<file path="src/rtl/i2c_btg_pkg.sv">
package i2c_btg_pkg;

    // Phase request codes; the byte engine depends on these values.
    typedef enum logic [1:0] {
        PH_START   = 2'd0,
        PH_RESTART = 2'd1,
        PH_BIT     = 2'd2,
        PH_STOP    = 2'd3
    } phase_e;

    // Timed segments that make up the phases.
    typedef enum logic [3:0] {
        SG_READY,
        SG_BIT_LOW,
        SG_BIT_SET,
        SG_BIT_HIGH,
        SG_RS_LOW,
        SG_RS_HIGH,
        SG_ST_HOLD,
        SG_SP_LOW,
        SG_SP_HIGH,
        SG_SP_FREE
    } seg_e;

    // Levels the block intends for the lines (1 = released).
    typedef struct packed {
        logic scl;
        logic sda;
    } lines_t;

    localparam lines_t LINES_IDLE = '{scl: 1'b1, sda: 1'b1};

endpackage

</file>
<file path="src/rtl/i2c_btg_cnt.sv">
module i2c_btg_cnt #(
    parameter int W = 16
) (
    input  logic         clk,
    input  logic         rst,
    input  logic         load,
    input  logic [W-1:0] load_val,
    input  logic         tick,
    output logic         zero
);
    logic [W-1:0] cnt_q;

    assign zero = (cnt_q == '0);

    always_ff @(posedge clk) begin
        if (rst) begin
            cnt_q <= '0;
        end else if (load) begin
            cnt_q <= load_val;
        end else if (tick && !zero) begin
            cnt_q <= cnt_q - W'(1);
        end
    end
endmodule

</file>
<file path="src/rtl/i2c_btg_seq.sv">
module i2c_btg_seq
    import i2c_btg_pkg::*;
#(
    parameter int CNT_W = 16
) (
    input  logic             clk,
    input  logic             rst,
    input  logic             req_valid,
    input  logic [1:0]       req_kind,
    input  logic             req_bit,
    input  logic [CNT_W-1:0] cfg_period,
    input  logic [CNT_W-1:0] cfg_low,
    input  logic [CNT_W-1:0] cfg_edge_setup,
    input  logic [CNT_W-1:0] cfg_data_setup,
    input  logic             scl_in,
    input  logic             sda_in,
    input  logic             cnt_zero,
    output logic             cnt_load,
    output logic [CNT_W-1:0] cnt_val,
    output logic             cnt_tick,
    output lines_t           lines,
    output logic             busy,
    output logic             done,
    output logic             rx_bit
);
    localparam logic [CNT_W-1:0] ONE = CNT_W'(1);

    seg_e   seg_q, seg_d;
    lines_t lvl_q, lvl_d;
    logic   bit_q, bit_d;
    logic   done_q, done_d;
    logic   rx_q, rx_d;
    logic   seg_end;
    logic [CNT_W-1:0] hi_raw, pre_raw;

    // A programmed count of N gives a segment of N cycles (zero acts as one).
    function automatic logic [CNT_W-1:0] to_load(input logic [CNT_W-1:0] v);
        return (v == '0) ? '0 : v - ONE;
    endfunction

    assign hi_raw  = (cfg_period > cfg_low) ? cfg_period - cfg_low : '0;
    assign pre_raw = (cfg_low > cfg_data_setup) ? cfg_low - cfg_data_setup : '0;

    // Any segment with SCL released waits for the line to read high.
    assign cnt_tick = !lvl_q.scl || scl_in;
    assign seg_end  = (seg_q != SG_READY) && cnt_zero && cnt_tick;

    always_comb begin
        seg_d    = seg_q;
        lvl_d    = lvl_q;
        bit_d    = bit_q;
        rx_d     = rx_q;
        done_d   = 1'b0;
        cnt_load = 1'b0;
        cnt_val  = '0;
        unique case (seg_q)
            SG_READY: begin
                if (req_valid) begin
                    cnt_load = 1'b1;
                    unique case (phase_e'(req_kind))
                        PH_START: begin
                            seg_d   = SG_ST_HOLD;
                            lvl_d   = '{scl: 1'b1, sda: 1'b0};
                            cnt_val = to_load(cfg_edge_setup);
                        end
                        PH_RESTART: begin
                            seg_d   = SG_RS_LOW;
                            lvl_d   = '{scl: 1'b0, sda: 1'b1};
                            cnt_val = to_load(cfg_low);
                        end
                        PH_BIT: begin
                            seg_d     = SG_BIT_LOW;
                            lvl_d.scl = 1'b0;
                            bit_d     = req_bit;
                            cnt_val   = to_load(pre_raw);
                        end
                        PH_STOP: begin
                            seg_d   = SG_SP_LOW;
                            lvl_d   = '{scl: 1'b0, sda: 1'b0};
                            cnt_val = to_load(cfg_low);
                        end
                        default: seg_d = SG_READY;
                    endcase
                end
            end
            SG_BIT_LOW: if (seg_end) begin
                seg_d     = SG_BIT_SET;
                lvl_d.sda = bit_q;
                cnt_load  = 1'b1;
                cnt_val   = to_load(cfg_data_setup);
            end
            SG_BIT_SET: if (seg_end) begin
                seg_d     = SG_BIT_HIGH;
                lvl_d.scl = 1'b1;
                cnt_load  = 1'b1;
                cnt_val   = to_load(hi_raw);
            end
            SG_BIT_HIGH: if (seg_end) begin
                seg_d     = SG_READY;
                lvl_d.scl = 1'b0;
                rx_d      = sda_in;
                done_d    = 1'b1;
            end
            SG_RS_LOW: if (seg_end) begin
                seg_d     = SG_RS_HIGH;
                lvl_d.scl = 1'b1;
                cnt_load  = 1'b1;
                cnt_val   = to_load(cfg_edge_setup);
            end
            SG_RS_HIGH: if (seg_end) begin
                seg_d     = SG_ST_HOLD;
                lvl_d.sda = 1'b0;
                cnt_load  = 1'b1;
                cnt_val   = to_load(cfg_edge_setup);
            end
            SG_ST_HOLD: if (seg_end) begin
                seg_d     = SG_READY;
                lvl_d.scl = 1'b0;
                done_d    = 1'b1;
            end
            SG_SP_LOW: if (seg_end) begin
                seg_d     = SG_SP_HIGH;
                lvl_d.scl = 1'b1;
                cnt_load  = 1'b1;
                cnt_val   = to_load(cfg_edge_setup);
            end
            SG_SP_HIGH: if (seg_end) begin
                seg_d     = SG_SP_FREE;
                lvl_d.sda = 1'b1;
                cnt_load  = 1'b1;
                cnt_val   = to_load(cfg_edge_setup);
            end
            SG_SP_FREE: if (seg_end) begin
                seg_d  = SG_READY;
                done_d = 1'b1;
            end
            default: seg_d = SG_READY;
        endcase
    end

    always_ff @(posedge clk) begin
        if (rst) begin
            seg_q  <= SG_READY;
            lvl_q  <= LINES_IDLE;
            bit_q  <= 1'b1;
            done_q <= 1'b0;
            rx_q   <= 1'b0;
        end else begin
            seg_q  <= seg_d;
            lvl_q  <= lvl_d;
            bit_q  <= bit_d;
            done_q <= done_d;
            rx_q   <= rx_d;
        end
    end

    assign lines  = lvl_q;
    assign busy   = (seg_q != SG_READY);
    assign done   = done_q;
    assign rx_bit = rx_q;
endmodule

</file>
<file path="src/rtl/i2c_btg_pads.sv">
module i2c_btg_pads
    import i2c_btg_pkg::*;
(
    input  logic       norm_en,
    input  logic       scl_release,
    input  lines_t     lines,
    input  logic       scl_in,
    input  logic       sda_in,
    output logic       scl_drive_low,
    output logic       sda_drive_low,
    output logic [3:0] bus_mon
);
    lines_t drv;

    // Recovery mode hands SCL to software and lets SDA float.
    always_comb begin
        if (norm_en) begin
            drv = lines;
        end else begin
            drv = '{scl: scl_release, sda: 1'b1};
        end
    end

    assign scl_drive_low = !drv.scl;
    assign sda_drive_low = !drv.sda;
    assign bus_mon       = {drv.sda, sda_in, drv.scl, scl_in};
endmodule

</file>
<file path="src/rtl/i2c_bus_timer.sv">
module i2c_bus_timer
    import i2c_btg_pkg::*;
#(
    parameter int CNT_W = 16
) (
    input  logic             clk,
    input  logic             rst,
    input  logic             norm_en,
    input  logic             scl_release,
    input  logic [CNT_W-1:0] cfg_period,
    input  logic [CNT_W-1:0] cfg_low,
    input  logic [CNT_W-1:0] cfg_edge_setup,
    input  logic [CNT_W-1:0] cfg_data_setup,
    input  logic             req_valid,
    input  logic [1:0]       req_kind,
    input  logic             req_bit,
    output logic             busy,
    output logic             phase_done,
    output logic             rx_bit,
    input  logic             scl_in,
    input  logic             sda_in,
    output logic             scl_drive_low,
    output logic             sda_drive_low,
    output logic [3:0]       bus_mon
);
    logic             seq_rst;
    logic             cnt_load, cnt_tick, cnt_zero;
    logic [CNT_W-1:0] cnt_val;
    lines_t           lines;

    assign seq_rst = rst || !norm_en;

    i2c_btg_cnt #(.W(CNT_W)) u_cnt (
        .clk      (clk),
        .rst      (seq_rst),
        .load     (cnt_load),
        .load_val (cnt_val),
        .tick     (cnt_tick),
        .zero     (cnt_zero)
    );

    i2c_btg_seq #(.CNT_W(CNT_W)) u_seq (
        .clk            (clk),
        .rst            (seq_rst),
        .req_valid      (req_valid && norm_en),
        .req_kind       (req_kind),
        .req_bit        (req_bit),
        .cfg_period     (cfg_period),
        .cfg_low        (cfg_low),
        .cfg_edge_setup (cfg_edge_setup),
        .cfg_data_setup (cfg_data_setup),
        .scl_in         (scl_in),
        .sda_in         (sda_in),
        .cnt_zero       (cnt_zero),
        .cnt_load       (cnt_load),
        .cnt_val        (cnt_val),
        .cnt_tick       (cnt_tick),
        .lines          (lines),
        .busy           (busy),
        .done           (phase_done),
        .rx_bit         (rx_bit)
    );

    i2c_btg_pads u_pads (
        .norm_en       (norm_en),
        .scl_release   (scl_release),
        .lines         (lines),
        .scl_in        (scl_in),
        .sda_in        (sda_in),
        .scl_drive_low (scl_drive_low),
        .sda_drive_low (sda_drive_low),
        .bus_mon       (bus_mon)
    );
endmodule

</file>
<file path="config.mk">
export PLATFORM = sky130hd
export DESIGN_NAME = i2c_bus_timer
export DESIGN_NICKNAME = d
export VERILOG_FILES = /design/src/rtl/i2c_btg_pkg.sv /design/src/rtl/i2c_btg_cnt.sv /design/src/rtl/i2c_btg_seq.sv /design/src/rtl/i2c_btg_pads.sv /design/src/rtl/i2c_bus_timer.sv
export SDC_FILE = /design/constraint.sdc
export NUM_CORES = 1
export LEC_CHECK = 0
export ABC_AREA = 1
export CAP_MARGIN = 20
export CORE_MARGIN = 2
export CORE_UTILIZATION = 30
export CTS_BUF_LIST = sky130_fd_sc_hd__clkbuf_8
export DETAILED_ROUTE_END_ITERATION = 10
export PLACE_DENSITY = 0.48
export SYNTH_ARGS = -nofsm -noshare
export SYNTH_HDL_FRONTEND = slang
export SYNTH_HIERARCHICAL = 1
export SYNTH_SLANG_ARGS = --single-unit
</file>
<file path="constraint.sdc">
create_clock -name clk -period 5 [get_ports clk]
set_input_delay 1.5 -clock clk [delete_from_list [all_inputs] [get_ports clk]]
set_output_delay 1.5 -clock clk [all_outputs]
set_load 0.02 [all_outputs]
</file>
# --- Word level (Yosys, flattened, before mapping) ---
# Cells that the tools add are included.
word_totals:
  reg_bits: 25
  in_bits: 74
  out_inout_bits: 9
  wordCells: 115
classes:
  addsub: 8
  n_lt_le_gt_ge: 2
  eq_ne: 23
  mux: 37
  bitwise: 1
  reduce_logical: 37
ops:
  columns: ["cell", "n"]
  rows:
  - ["two-way mux 16 bit", 13]
  - ["zero test 16 bit", 6]
  - ["subtractor 16 x 1 -> 16 bit (second input constant)", 6]
  - ["one-hot mux 16 bit (4 select lines)", 1]
  - ["one-hot mux 16 bit (3 select lines)", 1]
  - ["> comparator 16 bit", 2]
  - ["two-way mux 4 bit", 8]
  - ["one-hot mux 4 bit (8 select lines)", 1]
  - ["subtractor 16 bit", 2]
  - ["inequality test 2 x 1 -> 1 bit (second input constant)", 10]
  - ["== test 4 x 3 -> 1 bit (second input constant)", 4]
  - ["one-hot mux 4 bit (4 select lines)", 1]
  - ["OR reduction 3 bit", 3]
  - ["== test 4 x 2 -> 1 bit (second input constant)", 2]
  - ["== test 4 bit (second input constant)", 2]
  - ["AND reduction 8 bit", 1]
  - ["nonzero test 4 bit", 2]
  - ["OR reduction 2 bit", 4]
  - ["one-hot mux 1 bit (2 select lines)", 3]
  - ["AND reduction 6 bit", 1]
  - ["OR reduction 6 bit", 1]
  - ["zero test 1 bit", 5]
  - ["two-way mux 1 bit", 5]
  - ["== test 2 bit (second input constant)", 2]
  - ["other kinds (17)", 22]

# --- Longest topological paths before layout ---
logic_depth:
  depth_word: 8
  ltp_mapped: 27
  ltp_nobuf: 27

# --- Hierarchy ---
# Netlist, hierarchy kept.
modules_own_cells:
  columns: ["module", "n_inst", "cells_per_inst", "area_each_um2", "seq_area_each_um2"]
  rows:
  - ["i2c_btg_seq", 1, 1119, 5768.0, 180.2]
  - ["i2c_btg_cnt", 1, 212, 1194.9, 320.3]
  - ["i2c_btg_pads", 1, 13, 58.8, 0.0]
  - ["i2c_bus_timer", 1, 4, 15.0, 0.0]

# --- Worst setup path before layout ---
# No wires, ideal clock.
synth_timing:
  kind: "input to register"
  start: "input port cfg_low[0]"
  end: "register u_cnt.cnt_q[14]"
  setup_ns: 0.116
  arrival_time_ns: 4.214
  path_slack_ns: 0.670
  path_stages: 23
  n_path_buf: 0
  path_cell_list: "inv_1 -> ha_1 -> fa_1 -> inv_1 -> nand2_1 -> nand2_1 -> nand3_1 -> nand2_2 -> nand2_4 -> a21oi_2 -> nand2_1 -> ha_1 -> nand2_1 -> nor2_1 -> nand3_1 -> nand2_1 -> nand3_1 -> nand2_1 -> nand2_1 -> nand2_1 -> or2_2 -> nand2_1 -> a21oi_1"
synth_via:
  elab_chain_len: 8
  word_cells_on_any_way: 20
synth_lines:
  columns: ["item", "line", "source"]
  rows:
  - ["start, declared", "i2c_bus_timer.sv:11", "input logic [CNT_W-1:0] cfg_low,"]
  - ["subtractor 16 bit / > comparator 16 bit (equally long branches)", "i2c_btg_seq.sv:42", "assign pre_raw = (cfg_low > cfg_data_setup) ? cfg_low - cfg_data_setup : '0;"]
  - ["two-way mux 16 bit", "i2c_btg_seq.sv:42", null]
  - ["subtractor 16 x 1 -> 16 bit / zero test 16 bit (equally long branches)", "i2c_btg_seq.sv:38", "return (v == '0) ? '0 : v - ONE;"]
  - ["two-way mux 16 bit", "i2c_btg_seq.sv:38", null]
  - ["one-hot mux 16 bit (3 select lines)", "i2c_btg_seq.sv:60", "unique case (phase_e'(req_kind))"]
  - ["two-way mux 16 bit", "i2c_btg_seq.sv:58", "if (req_valid) begin"]
  - ["one-hot mux 16 bit (4 select lines) (*)", "i2c_btg_seq.sv:56", "unique case (seg_q)"]
  - ["via cnt_val[14]", "i2c_bus_timer.sv:28", "logic [CNT_W-1:0] cnt_val;"]
  - ["two-way mux 16 bit (*)", "i2c_btg_cnt.sv:18", "end else if (load) begin"]
  - ["end signal, assigned", "i2c_btg_cnt.sv:19", "cnt_q <= load_val;"]
  - ["end signal, assigned", "i2c_btg_cnt.sv:21", "cnt_q <= cnt_q - W'(1);"]
  - ["end, declared", "i2c_btg_cnt.sv:11", "logic [W-1:0] cnt_q;"]
# The timed path passes the listed nets; every way through them passes the cells marked *.
# A chain may end at the register's enable or synchronous reset.

# --- Worst setup path in the final report ---
layout_timing:
  start: "input port cfg_low[0]"
  end: "register u_cnt.cnt_q[8]"
# Same word-level chain as after synthesis.

==> metrics <==
Slew headroom=57.4%; CTS sink count=25; Worst Setup End Kind=flop; Die Footprint=0.0247 mm2; wire length per cell=14.5 um; CP Launch Type=primary input; vias per inst=4.70; Final Hold Fails=0; crit path time final=4790 ps; Hold Crit Depth=2; Nets=1682; antenna fix cells=0; post-cts hold buffer count=0; commonest non-fill, non-tap cells in the layout=nand2_1 (417), inv_1 (216), nor2_1 (198), buf_4 (143), nand3_1 (106); DRT iter0 DRCs=606; first-pass GRT wire length=43.0 mm; Reg2Reg Depth=19; number of buffers created by CTS=3; Bufs on Longest Clock Path=2; Area growth, synth to finish=32.4%; xor and xnor fraction of the mapped netlist area=6.35%; die height=157 um; Filler Cells Inserted=2621; Clk pin slew, worst setup/hold paths=110 ps; main flop type after synthesis=dfxtp_1; overall routing resource usage=22.2%; WP data arrival=5030 ps; Final period util=95.9%; DRC Markers=0; Initial Util=30.2%; vias=8846; R2R Path End=u_cnt/cnt_q[11]; f_max=209 MHz; share of cells above drive strength 1=14.7%; hold path startpoint=u_seq/rx_bit; syn_nets=1467; placed insts=1873; Synth Area in Compound Gates=11.1%; CP delay by family, top=simple AND/OR/NAND/NOR gates; post-synthesis mux area share=0%; crit-path max cell delay=490 ps; hold path endpoint=u_seq/rx_bit; Netlist Area Pre-Place=0.00704 mm2; drt pass-1 iters=6; Slew @ Worst Pin=637 ps; grt total ovfl=0; most common cell after layout, fill and taps aside=nand2_1; reg2reg start=u_cnt/cnt_q[0]; Storage cell area=500 um2; detailed placement HPWL=24.0 mm; worst hold path type=flop to flop; instance count of the mapped netlist=1348; slowest cell on the critical path=clkdlybuf4s50_1; Leakage=0.00507 uW; simple-gate share of the synthesized area=53.7%; Worst Path Max Fanout=6; WP data required=5230 ps; library cells used by synthesis=47; H-tree Lvls=1; Seq/Total Area, Yosys=7.11%; IO Count=83; post-route cell area=0.00932 mm2; Post-synth EDFFs=0; r2r setup slk=1630 ps; largest net degree at the start of global routing=18; setup TNS=0 ps; Non-Filler Instances=1881; vias in the first global route=8329; RD Place Congestion=0.919; max-cap viol count=0; kind of critical path=primary input to flop; Die Wd=157 um; Site Rows=56; main combinational cell family by area after synthesis=simple AND/OR/NAND/NOR gates; Post-DRT Antenna Nets=0; CTS tree=built; CP most frequent cell=nand2_1; Final setup viols=0; Synth Warn #=6; clock latency on the worst-skew pair=290 ps; Post-Syn Area per Cell=5.22 um2; ys async rst share=0%; post-layout util=40.1%; IO Port Bufs=82; pwr/cell area=264 mW/mm2; final wirelength=27.3 mm; Buf/Inv on CP=5; #FFs+latches synth=25; initial antenna violation count=0; adder-cell share of the synthesized area=8.21%; area of the multi-input gates=0.00560 mm2; Max IR drop VDD=0.000155 V; Root Buffer Master=clkbuf_8; Slew Limit Fails=0; outcome=completed; Cell Area, Placed=0.00922 mm2; Core Box Area=0.0233 mm2; worst-case clock skew=9.32 ps
sequential cells by signal, summed over array words and instances (netlist names):
register / flops
u_seq/lines: 2
u_cnt/cnt_q: 16
u_seq/bit_q: 1
u_seq/seg_q: 4
u_seq/rx_bit: 1
u_seq/done: 1
how the worst max path moves through the flow:
stage	slack [ps]	depth (start not counted)	to	startpoint
after detailed placement	-60	27	u_cnt/cnt_q[7]	cfg_low[0]
final	210	28	u_cnt/cnt_q[8]	cfg_low[0]
after CTS	230	27	u_cnt/cnt_q[4]	cfg_low[0]
after global placement	0.6	27	u_cnt/cnt_q[4]	cfg_low[0]
after floorplan	670	23	u_cnt/cnt_q[14]	cfg_low[0]
after global routing	-10	28	u_cnt/cnt_q[4]	cfg_low[0]
cells by family (layout without fill, tap and decap cells):
group,Yosys count,in the layout
buffers and inverters,244,458
and+or+nand+nor,848,848
adders and majority gates,45,45
xor gates and xnor gates,51,51
DFF,25,25
AOI/OAI and AO/OA,135,135
area by class of cell:
class / instances / area share (%)
multi-input combinational: 1079 / 60.1
clock buffer: 3 / 0.443
inverter: 228 / 9.21
sequential: 25 / 5.37
tap: 319 / 4.28
clock inverter: 1 / 0.0806
timing repair buffer: 226 / 20.5
worst min-delay path, stage by stage (launching register included):
cell and delay (ps):
dfxtp_1 330, nand2_1 60, a21oi_1 50
cell usage after synthesis (2+ instances only):
cell type | number | area, um2
buf_2 | 7 | 35.0
a21oi_1 | 54 | 270
nand4_1 | 21 | 131
o21ai_0 | 41 | 205
o21ai_2 | 2 | 17.5
nand2_1 | 417 | 1570
buf_4 | 2 | 15.0
nor2_2 | 16 | 100
inv_1 | 216 | 811
dfxtp_1 | 25 | 500
or2_2 | 6 | 37.5
o21a_1 | 6 | 45.0
o21bai_1 | 6 | 45.0
nand2_2 | 15 | 93.8
clkbuf_1 | 5 | 18.8
nor2_1 | 199 | 747
nor2_4 | 8 | 90.1
and2_1 | 3 | 18.8
a31oi_1 | 4 | 25.0
buf_6 | 2 | 22.5
clkinv_1 | 3 | 11.3
xor2_1 | 40 | 350
nand2_4 | 5 | 56.3
o211ai_1 | 5 | 37.5
nor3_1 | 17 | 85.1
ha_1 | 43 | 538
nand3_1 | 106 | 531
o21ai_1 | 4 | 20.0
fa_1 | 2 | 40.0
nand2_8 | 2 | 40.0
xnor2_1 | 11 | 96.3
nand3b_1 | 13 | 97.6
o2111ai_1 | 2 | 17.5
o22ai_1 | 4 | 25.0
a21oi_2 | 2 | 17.5
nand3_2 | 11 | 110
nor4_1 | 6 | 37.5
inv_2 | 8 | 30.0
metrics by stage:
step | total power, uW | hold slack [ps] | setup WS (ps)
global route | 2730 | 509 | -13.4
global placement | 2320 | 453 | 0.584
CTS | 2450 | 475 | 228
finish | 2460 | 478 | 205
detailed placement | 2300 | 458 | -57.5
floorplan | 1640 | 454 | 670
per-layer routing:
metal | share of wire (%) | wire [um] | GRT usage, %
met2 | 44 | 12000 | 36.7
met5 | 0 | 0 | 0
met3 | 5.4 | 1470 | 2.18
met4 | 2.1 | 566 | 4.42
met1 | 48 | 13200 | 31.2
power by group:
| group | internal [uW] | switching [uW] |
|---|---|---|
| clock network | 56.8 | 78.1 |
| registers | 254 | 62.1 |
| logic | 756 | 1250 |
timing repair:
item,4_1_cts,5_1_grt
setup buffers,0,4
gates resized for setup,0,4
setup endpoints to repair,0,8
No activity file was read; power rests on OpenSTA's default activity.
